### src/rtl/dma_hs_pkg.sv
package dma_hs_pkg;
    typedef enum logic [1:0] {
        HS_IDLE = 2'd0,
        HS_PEND = 2'd1,
        HS_ACK  = 2'd2
    } hs_state_e;
endpackage

### src/rtl/hs_onehot.sv
module hs_onehot #(
    parameter int N = 8,
    localparam int W = (N > 1) ? $clog2(N) : 1
) (
    input  logic [W-1:0] idx,
    input  logic         en,
    output logic [N-1:0] vec
);
    for (genvar i = 0; i < N; i++) begin : g_dec
        assign vec[i] = en && (idx == W'(i));
    end
endmodule

### src/rtl/hs_side.sv
module hs_side
    import dma_hs_pkg::*;
#(
    parameter int N = 8,
    localparam int W = (N > 1) ? $clog2(N) : 1
) (
    input  logic         clk,
    input  logic         rst_n,
    input  logic         hw_sel,
    input  logic         is_mem,
    input  logic [W-1:0] pidx,
    input  logic [N-1:0] hw_sreq,
    input  logic [N-1:0] hw_creq,
    input  logic         sw_sset,
    input  logic         sw_cset,
    input  logic         xfer_done,
    output logic         req_vld,
    output logic         req_chunk,
    output logic [N-1:0] ack_vec,
    output logic [1:0]   sw_bits
);
    hs_state_e    state_q, state_d;
    logic         kind_q;
    logic         hw_q;
    logic [W-1:0] idx_q;
    logic         sw_s_q, sw_c_q;
    logic         idx_ok, sel_s, sel_c, go;
    logic         ack_en;

    // request mux: hardware line pair or software bits
    assign idx_ok = (32'(pidx) < N);
    assign sel_s  = hw_sel ? (idx_ok && hw_sreq[pidx]) : sw_s_q;
    assign sel_c  = hw_sel ? (idx_ok && hw_creq[pidx]) : sw_c_q;

    always_comb begin
        state_d = state_q;
        go      = 1'b0;
        unique case (state_q)
            HS_IDLE: if (!is_mem && (sel_s || sel_c)) begin
                state_d = HS_PEND;
                go      = 1'b1;
            end
            HS_PEND: if (xfer_done) state_d = HS_ACK;
            HS_ACK:  state_d = HS_IDLE;
            default: state_d = HS_IDLE;
        endcase
    end

    always_ff @(posedge clk or negedge rst_n) begin
        if (!rst_n) state_q <= HS_IDLE;
        else        state_q <= state_d;
    end

    // latched context of the accepted request
    always_ff @(posedge clk or negedge rst_n) begin
        if (!rst_n) begin
            kind_q <= 1'b0;
            hw_q   <= 1'b0;
            idx_q  <= '0;
        end else if (go) begin
            kind_q <= sel_c;
            hw_q   <= hw_sel;
            idx_q  <= pidx;
        end
    end

    // software request bits: set only while idle, self-clear on ack
    always_ff @(posedge clk or negedge rst_n) begin
        if (!rst_n) begin
            sw_s_q <= 1'b0;
            sw_c_q <= 1'b0;
        end else if (state_q == HS_IDLE) begin
            sw_s_q <= sw_s_q | sw_sset;
            sw_c_q <= sw_c_q | sw_cset;
        end else if (state_q == HS_ACK && !hw_q) begin
            if (kind_q) sw_c_q <= 1'b0;
            else        sw_s_q <= 1'b0;
        end
    end

    always_comb begin
        req_vld   = is_mem;
        req_chunk = is_mem;
        ack_en    = 1'b0;
        unique case (state_q)
            HS_IDLE: ;
            HS_PEND: begin
                req_vld   = 1'b1;
                req_chunk = kind_q;
            end
            HS_ACK:  ack_en = hw_q;
            default: ;
        endcase
    end

    hs_onehot #(.N(N)) u_dec (
        .idx (idx_q),
        .en  (ack_en),
        .vec (ack_vec)
    );

    assign sw_bits = {sw_c_q, sw_s_q};
endmodule

### src/rtl/dma_hs_front.sv
module dma_hs_front #(
    parameter int N = 8,
    localparam int PW = (N > 1) ? $clog2(N) : 1
) (
    input  logic          clk,
    input  logic          rst_n,
    input  logic          src_hw_sel,
    input  logic          src_is_mem,
    input  logic [PW-1:0] src_pidx,
    input  logic          dst_hw_sel,
    input  logic          dst_is_mem,
    input  logic [PW-1:0] dst_pidx,
    input  logic [N-1:0]  hw_sreq,
    input  logic [N-1:0]  hw_creq,
    output logic [N-1:0]  hw_ack,
    input  logic          src_sw_sset,
    input  logic          src_sw_cset,
    input  logic          dst_sw_sset,
    input  logic          dst_sw_cset,
    input  logic          src_done,
    input  logic          dst_done,
    output logic          src_req_vld,
    output logic          src_req_chunk,
    output logic          dst_req_vld,
    output logic          dst_req_chunk,
    output logic [1:0]    src_sw_bits,
    output logic [1:0]    dst_sw_bits
);
    logic [N-1:0] src_ack_vec;
    logic [N-1:0] dst_ack_vec;

    hs_side #(.N(N)) u_src (
        .clk       (clk),
        .rst_n     (rst_n),
        .hw_sel    (src_hw_sel),
        .is_mem    (src_is_mem),
        .pidx      (src_pidx),
        .hw_sreq   (hw_sreq),
        .hw_creq   (hw_creq),
        .sw_sset   (src_sw_sset),
        .sw_cset   (src_sw_cset),
        .xfer_done (src_done),
        .req_vld   (src_req_vld),
        .req_chunk (src_req_chunk),
        .ack_vec   (src_ack_vec),
        .sw_bits   (src_sw_bits)
    );

    hs_side #(.N(N)) u_dst (
        .clk       (clk),
        .rst_n     (rst_n),
        .hw_sel    (dst_hw_sel),
        .is_mem    (dst_is_mem),
        .pidx      (dst_pidx),
        .hw_sreq   (hw_sreq),
        .hw_creq   (hw_creq),
        .sw_sset   (dst_sw_sset),
        .sw_cset   (dst_sw_cset),
        .xfer_done (dst_done),
        .req_vld   (dst_req_vld),
        .req_chunk (dst_req_chunk),
        .ack_vec   (dst_ack_vec),
        .sw_bits   (dst_sw_bits)
    );

    assign hw_ack = src_ack_vec | dst_ack_vec;
endmodule

### config.mk
export PLATFORM = sky130hd
export DESIGN_NAME = dma_hs_front
export DESIGN_NICKNAME = d
export VERILOG_FILES = /design/src/rtl/dma_hs_pkg.sv /design/src/rtl/hs_onehot.sv /design/src/rtl/hs_side.sv /design/src/rtl/dma_hs_front.sv
export SDC_FILE = /design/constraint.sdc
export NUM_CORES = 1
export LEC_CHECK = 0
export BUFFER_PORTS_ARGS = -buffer_cell sky130_fd_sc_hd__buf_2
export CAP_MARGIN = 20
export CORE_UTILIZATION = 49
export DETAILED_ROUTE_END_ITERATION = 10
export PLACE_DENSITY = 0.91
export SLEW_MARGIN = 0
export SYNTH_ARGS = -nofsm -noshare
export SYNTH_HDL_FRONTEND = slang
export SYNTH_SLANG_ARGS = --single-unit
### constraint.sdc
create_clock -name clk -period 2.09 [get_ports clk]
set_input_delay 0 -clock clk [delete_from_list [all_inputs] [get_ports clk]]
set_output_delay 0 -clock clk [all_outputs]
set_load 0.05 [all_outputs]
* Yosys cells after proc, flatten, opt, wreduce, memory -nomap -nowiden
Cells that the tools add are included.
** Word-level totals
- Bits in registers :: 18
- Bits of input ports :: 34
- Output and inout port bits :: 16
- Logic and storage cells :: 123
** Operators by class
- $lt $le $gt $ge :: 2
- Eq/ne operators :: 24
- Muxes and demuxes :: 40
- Bitwise operators :: 5
- Reductions and logical operators :: 40
** Operator list (count)
- $mux 1 :: 30
- $eq 3x3->1 const B :: 8
- $logic_and 1x1->1 :: 20
- $bmux 1 s3 :: 4
- $eq 3x2->1 const B :: 4
- $reduce_and 2->1 :: 6
- $lt 3x4->1 const B :: 2
- $mux 2 :: 4
- $ne 2x2->1 const B :: 4
- $or 8x8->8 :: 1
- $pmux 2 s2 :: 2
- $reduce_bool 2->1 :: 4
- $eq 3x1->1 const B :: 2
- $logic_not 3->1 :: 2
- $eq 2x1->1 const B :: 2
- $eq 2x2->1 const B :: 2
- $logic_not 1->1 :: 4
- $logic_not 2->1 :: 2
- $ne 2x1->1 const B :: 2
- $or 1x1->1 :: 4
- $logic_or 1x1->1 :: 2

* Logic depth before layout (Yosys ltp)
Gate-level depths: netlist of run 1.
- Word-level depth :: 7
- Gate-level depth with buffers :: 6
- Mapped depth without buffers :: 5

* Modules after synthesis
Synthesis of run 1 repeated with hierarchy kept, for this count alone.
** Unflattened totals
- Cell total of the unflattened synthesis :: 122
- Area total of the unflattened synthesis :: 1373.8 um^2
** Modules (own cells, without submodules)
- hs_side :: instances 2, cells an instance 49, area each 565.5 um^2, seq. area each 225.2 um^2
- hs_onehot :: instances 2, cells an instance 8, area each 96.3 um^2, seq. area each 0.0 um^2
- dma_hs_front :: instances 1, cells an instance 8, area each 50.0 um^2, seq. area each 0.0 um^2

* Least setup slack after synthesis of run 1
Ideal clock, no wire load.
- Path type :: register -> output
- Start point :: reg u_src.state_q[0]
- End point :: out hw_ack[2]
- Arrival :: 1.891 ns
- Data required time :: 2.090 ns
- Slack :: 0.199 ns
- Stages on the path, launching flop included :: 4
- Path buffers :: 0
- Cells stage by stage :: dfrtp_1 -> inv_1 -> nand4_1 -> o32ai_1
** On the way
- Word-level cells in the longest chain between the ends :: 4
** Ends and longest elaborated chain
- start, declared :: RTL line hs_side.sv:22 : hs_state_e state_q, state_d;
- start signal, assigned :: RTL line hs_side.sv:51 : else state_q <= state_d;
- $eq 2x2->1 :: RTL line hs_side.sv:85 : unique case (state_q)
- $mux 1 :: RTL line hs_side.sv:85
- $logic_and 1x1->1 :: RTL line hs_onehot.sv:10 : assign vec[i] = en && (idx == W'(i));
- $or 8x8->8 :: RTL line dma_hs_front.sv:66 : assign hw_ack = src_ack_vec | dst_ack_vec;
- end, declared :: RTL line dma_hs_front.sv:15 : output logic [N-1:0] hw_ack,
No other way between the ends.

* Worst setup path after layout of run 1
- Start point :: reg u_src.state_q[0]
- End point :: out hw_ack[0]
The elaborated chain is that of the path after synthesis.

==> results of run 1 <==
==> cell type report <==
type / count / area share
multi-input cells: 109 / 0.5029
repair buffers: 57 / 0.1875
flip-flops and latches: 18 / 0.2616
well taps: 30 / 0.02180
clock buffers: 3 / 0.01308
inverters: 6 / 0.01308
==> layout by cell type (no fill, tap or decap), types with 2 or more instances in the layout <==
cell / netlist / layout
o22ai_1: 5 / 5
mux2_4: 3 / 3
o31ai_1: 5 / 5
mux2_2: 3 / 3
nor3_1: 2 / 2
nand2_1: 15 / 15
a31oi_1: 2 / 2
a21oi_1: 13 / 13
nand4b_1: 2 / 2
buf_2: 2 / 49
clkbuf_4: 0 / 3
nand4_1: 2 / 2
dfrtp_1: 18 / 18
dlygate4sd3_1: 0 / 7
nand2b_1: 8 / 8
inv_1: 6 / 6
o21ai_1: 2 / 2
o32ai_1: 2 / 2
nor2_1: 15 / 15
o21ai_0: 2 / 2
mux4_2: 9 / 9
mux2i_1: 7 / 7
==> metal layers <==
metal,GRT usage,wire [um],part of all wire
met2,0.4010,1660,0.51
met1,0.2899,1368,0.42
met4,0.09286,66,0.020
met3,0.03044,173,0.053
met5,0,0,0
==> worst max-delay path, stage by stage, from the launching register on <==
cell and delay [ps]:
dfrtp_1 430, inv_1 130, nand4b_1 180, or3_1 360, o31ai_1 70, buf_2 300
==> flip-flops by register name (all words and copies together), names as in the netlist <==
signal / flops
u_dst.kind_q: 1
u_dst.sw_s_q: 1
u_src.sw_c_q: 1
u_src.idx_q: 3
u_src.state_q: 2
u_src.kind_q: 1
u_dst.idx_q: 3
u_src.hw_q: 1
u_src.sw_s_q: 1
u_dst.state_q: 2
u_dst.hw_q: 1
u_dst.sw_c_q: 1
==> report_power, final <==
| part | internal [mW] | switching, mW |
|---|---|---|
| sequential | 0.499 | 0.222 |
| combinational | 0.360 | 0.544 |
| clock | 0.0670 | 0.100 |
| total | 0.926 | 0.866 |
==> how the worst min path moves through the flow <==
stage                startpoint                    endpoint  slack, ps  cells after the start
floorplan                 rst_n      u_dst.hw_q$_DFFE_PN0P_       -300                      0
global placement          rst_n    u_src.kind_q$_DFFE_PN0P_        -60                      1
detailed placement        rst_n    u_src.kind_q$_DFFE_PN0P_        -60                      1
CTS                 src_pidx[2]  u_src.idx_q[2]$_DFFE_PN0P_          4                      2
global route        src_pidx[2]  u_src.idx_q[2]$_DFFE_PN0P_          2                      2
finish              src_pidx[2]  u_src.idx_q[2]$_DFFE_PN0P_          3                      2
==> cells by family (layout without fill, tap and decap cells) <==
logic type,after synthesis,count (layout),share of synthesized area
multiplexers,24,24,0.2792
buffers and inverters,14,66,0.05565
flip-flops,18,18,0.3232
AO/OA/AOI/OAI,39,39,0.1858
AND/OR/NAND/NOR,46,46,0.1562
==> stage by stage <==
stage	cell area (um2)	power [mW]
after CTS	1722	1.784
final	1722	1.792
after global routing	1722	1.917
after floorplan	1394	1.421
after detailed placement	1629	1.607
after global placement	1629	1.563
==> flow_metrics.tcl, run 1 <==
set metrics [dict create \
    maxCapViolations 0 \
    ys_top_cells_by_count "18 x dfrtp_1, 15 x nand2_1, 15 x nor2_1" \
    critPathMaxFanout 5 \
    finClkSkew_ps 0.5410 \
    die_h_um 55.34 \
    syn_to_final_growth_pct 23.52 \
    syn_area_per_cell_um2 9.885 \
    cts_tree "done" \
    yosysSeqAreaShare 0.3232 \
    endpoint_kind "primary output" \
    ant_nets 0 \
    hold_ws_ps 2.606 \
    post-place-ws_ps 417.1 \
    critPathRequiredTime_ps 2090 \
    crit_type "register to primary output" \
    yosysTopAreaCell "dfrtp_1" \
    ioPinCount 50 \
    setup_violations 0 \
    synth_flop_cell "dfrtp_1" \
    cts_inserted_buffers 3 \
    reg2reg_to "u_src.idx_q[0]$_DFFE_PN0P_" \
    final_util 0.6647 \
    hpwl_um 2590 \
    fin_setup_tns_ps 0 \
    place_inst 213 \
    overflow 0 \
    rows 18 \
    peakVddDrop_uv 674.0 \
    crit_arrival_ps 1760 \
    fp.dieW_um 55.34 \
    finalHoldViolations 0 \
    clkTransAtPathRegs_ps 100 \
    insertedDiodeCount 0 \
    max-slew-margin-rel 0.6288 \
    drt_first_pass_iters 4 \
    gp_congestion 0.8924 \
    yosysWarningCount 0 \
    dieArea_mm2 0.003062 \
    h-tree-depth 1 \
    insertion_delay_ps 290 \
    cp-endpoint "hw_ack[0]" \
    nFillCells 197 \
    coreArea_mm2 0.002590 \
    grt_pass1_vias 1260 \
    cts_resized 0 \
    instances_no_fill 223 \
    startpoint_type "register" \
    holdBufCountCts 7 \
    drt_iter0_markers 29 \
    syn-num-nets 175 \
    ys_seq_elements 18 \
    io_buffers 49 \
    r2r_start "u_src.state_q[0]$_DFFE_PN0P_" \
    wl_um 3269 \
    power_density_mw_per_mm2 1041 \
    max_freq_ghz 0.5681 \
    r2r_slack_ps 350 \
    fin_crit_ps 1760 \
    clock_path_buffers 2 \
    drive_gt1_frac 0.3627 \
    p_leak_nw 0.7919 \
    via_count 1343 \
    yosys.cell_count.top_type "dfrtp_1" \
    antenna_found_initial 0 \
    final_max_slew_viol_count 0 \
    hold_path_class "primary input to register" \
    post_cts_buffers 0 \
    crit_path_start "u_src.state_q[0]$_DFFE_PN0P_" \
    wl_per_cell_um 14.66 \
    cts.sinks 18 \
    period_share 0.8422 \
    worstRegToRegCells 4 \
    synth.top_cell.area_share 0.3232 \
    yosysUniqueCellTypes 35 \
    cts-root-buf "clkbuf_4" \
    grt_max_degree 19 \
    finalNetCount 229 \
    grt_pass1_wl_um 5630 \
    track_usage 0.2310 \
    synth_area_mm2 0.001394 \
    synthCells 141 \
    status "finished, final reports clean" \
    tightest_slew_ps 552.0 \
    synthArstFlopShare 1.000 \
    synth_edf_count 0 \
    avgViaCountPerCell 6.022 \
    drc_errors 0 \
    grt_setup_unrepaired "false" \
    start_util 0.5382 \
    seqCellArea_um2 450.4 \
    multi_input_area_um2 865.8 \
    ys_top_cells_by_area "dfrtp_1 32%, mux4_2 15%, mux2i_1 5.0%" \
    worst_slack_ps 329.8 \
]
(Power assumes the default switching activity.)
==> run 2: changes to the inputs <==
--- a/config.mk
+++ b/config.mk
@@ -7,9 +7,9 @@
 export LEC_CHECK = 0
 export BUFFER_PORTS_ARGS = -buffer_cell sky130_fd_sc_hd__buf_2
 export CAP_MARGIN = 20
-export CORE_UTILIZATION = 49
+export CORE_UTILIZATION = 45
 export DETAILED_ROUTE_END_ITERATION = 10
-export PLACE_DENSITY = 0.91
+export PLACE_DENSITY = 0.88
 export SLEW_MARGIN = 0
 export SYNTH_ARGS = -nofsm -noshare
 export SYNTH_HDL_FRONTEND = slang
==> constraint.sdc (replaced) <==
create_clock -name clk -period 1.6 [get_ports clk]
set_input_delay 0 -clock clk [delete_from_list [all_inputs] [get_ports clk]]
set_output_delay 0 -clock clk [all_outputs]
set_load 0.05 [all_outputs]
==> run 2 against run 1 <==
The run now ends with design-rule violations left. Highest routed layer unchanged. Cell area up 8.4%. Largest cell class unchanged. Combinational power increased by 59%. Clock skew about the same. Sequential power is 25% higher.
==> flow_metrics.tcl, run 2 (same netlist as run 1, synthesis figures left out) <==
set metrics [dict create \
    cts_inserted_buffers 3 \
    drt_first_pass_iters 7 \
    grt_max_degree 19 \
    p_leak_nw 0.8531 \
    critPathRequiredTime_ps 1600 \
    cp-endpoint "hw_ack[0]" \
    clock_path_buffers 2 \
    h-tree-depth 1 \
    drc_errors 3 \
    cts.sinks 18 \
    die_h_um 57.66 \
    max_freq_ghz 0.6298 \
    final_cell_area_mm2 0.001867 \
    hold_ws_ps 14.17 \
    reg_top3 "u_dst.idx_q x3, u_src.idx_q x3" \
    startpoint_type "register" \
    place_area_mm2 0.001738 \
    setup_violations 0 \
    fin_crit_ps 1588 \
    crit_arrival_ps 1590 \
    avgViaCountPerCell 5.936 \
    finalHoldViolations 0 \
    place_inst 225 \
    final_max_slew_viol_count 0 \
    finalNetCount 241 \
    worstRegToRegCells 5 \
    maxCapViolations 0 \
    wl_um 3797 \
    track_usage 0.2328 \
    drt_iter0_markers 43 \
    start_util 0.4886 \
    syn_to_final_growth_pct 33.93 \
    gp_congestion 0.8314 \
    power_density_mw_per_mm2 1376 \
    grt_pass1_vias 1358 \
    period_share 0.9925 \
    cts_tree "done" \
    path_cells "inv_2 -> nand4b_1 -> o31ai_2 -> buf_6" \
    antenna_found_initial 0 \
    final_common_cell "buf_2" \
    dieArea_mm2 0.003324 \
    insertion_delay_ps 300 \
    max-slew-margin-rel 0.5720 \
    via_count 1401 \
    r2r_start "u_dst.state_q[0]$_DFFE_PN0P_" \
    fp.dieW_um 57.66 \
    grt_pass1_wl_um 5885 \
    drive_gt1_frac 0.4537 \
    reg2reg_to "u_dst.idx_q[1]$_DFFE_PN0P_" \
    instances_no_fill 236 \
    overflow 0 \
    cts-root-buf "clkbuf_4" \
    layout_common_cells "42 x buf_2, 19 x buf_4, 16 x dfrtp_1" \
    hpwl_um 2978 \
    peakVddDrop_uv 523.8 \
    cpPeakStageDelay_ps 450 \
    wl_per_cell_um 16.09 \
    clkTransAtPathRegs_ps 100 \
    io_buffers 49 \
    endpoint_kind "primary output" \
    ioPinCount 50 \
    nFillCells 241 \
    status "complete, but fails checks" \
    violations "design-rule violations" \
    critPathMaxFanout 5 \
    ant_nets 0 \
    insertedDiodeCount 0 \
    r2r_slack_ps 40 \
    crit_path_start "u_dst.state_q[0]$_DFFE_PN0P_" \
    crit_type "register to primary output" \
    finClkSkew_ps 0.9979 \
    tightest_slew_ps 636.6 \
    grt_setup_unrepaired "true" \
    cpMaxStageDelayCell "dfrtp_2" \
    hold_path_class "primary input to register" \
    coreArea_mm2 0.002853 \
    rows 19 \
]
run 2: where the power goes:
part	switching, mW	internal (mW)	total, mW	leakage (nW)
logic	0.836	0.602	1.44	0.632
clock network	0.139	0.0879	0.227	0.0138
registers	0.247	0.656	0.903	0.207
total	1.22	1.35	2.57	0.853
run 2: how the worst min path moves through the flow:
stage	from	to	slack [ps]	cells past startpoint
after floorplan	rst_n	u_dst.hw_q$_DFFE_PN0P_	-300	0
after global placement	rst_n	u_src.kind_q$_DFFE_PN0P_	-60	1
after detailed placement	rst_n	u_src.kind_q$_DFFE_PN0P_	-60	1
after CTS	src_sw_cset	u_src.sw_c_q$_DFFE_PN0P_	0.3	3
after global routing	src_sw_cset	u_src.sw_c_q$_DFFE_PN0P_	10	3
final	src_sw_cset	u_src.sw_c_q$_DFFE_PN0P_	10	3
run 2: critical path, delay by kind of cell, from the launching register on:
kind / cells / cell delay [ps]
compound gates: 1 / 310
buf+inv: 2 / 280
flops: 1 / 450
simple gates: 1 / 240
run 2: layout make-up:
class / instances / area (um2) / share of cell area
Sequential cell: 18 / 452.9 / 0.2426
Timing Repair Buffer: 69 / 431.7 / 0.2312
Inverter: 6 / 22.52 / 0.01206
Multi-Input combinational cell: 109 / 898.4 / 0.4812
Tap cell: 31 / 38.79 / 0.02078
Clock buffer: 3 / 22.52 / 0.01206
run 2: timing repair:
action / in CTS / in global routing
hold buffers: 6 / 0
resized for setup: 6 / 9
setup endpoints to repair: 5 / 14
endpoints found under the hold margin: 25 / 0
buffers inserted: 0 / 2
pin swaps: 0 / 3
run 2: routing by layer:
layer	track usage	vias up	wire length [um]
li1	-	663	-
met4	0.1156	0	83
met1	0.2870	672	1615
met2	0.4153	59	1920
met5	0	-	0
met3	0.01563	7	177
run 2: stage by stage:
stage / TNS, ps / utilization / setup slack (ps) / power [mW]
after detailed placement: -268.2 / 0.6092 / -97.48 / 2.262
after global placement: 0 / 0.6092 / 23.80 / 2.203
after global routing: -140.0 / 0.6544 / -55.87 / 2.723
final: 0 / 0.6544 / 12.07 / 2.569
after floorplan: 0 / - / 74.33 / 1.883
after CTS: -1.300 / 0.6439 / -1.300 / 2.505
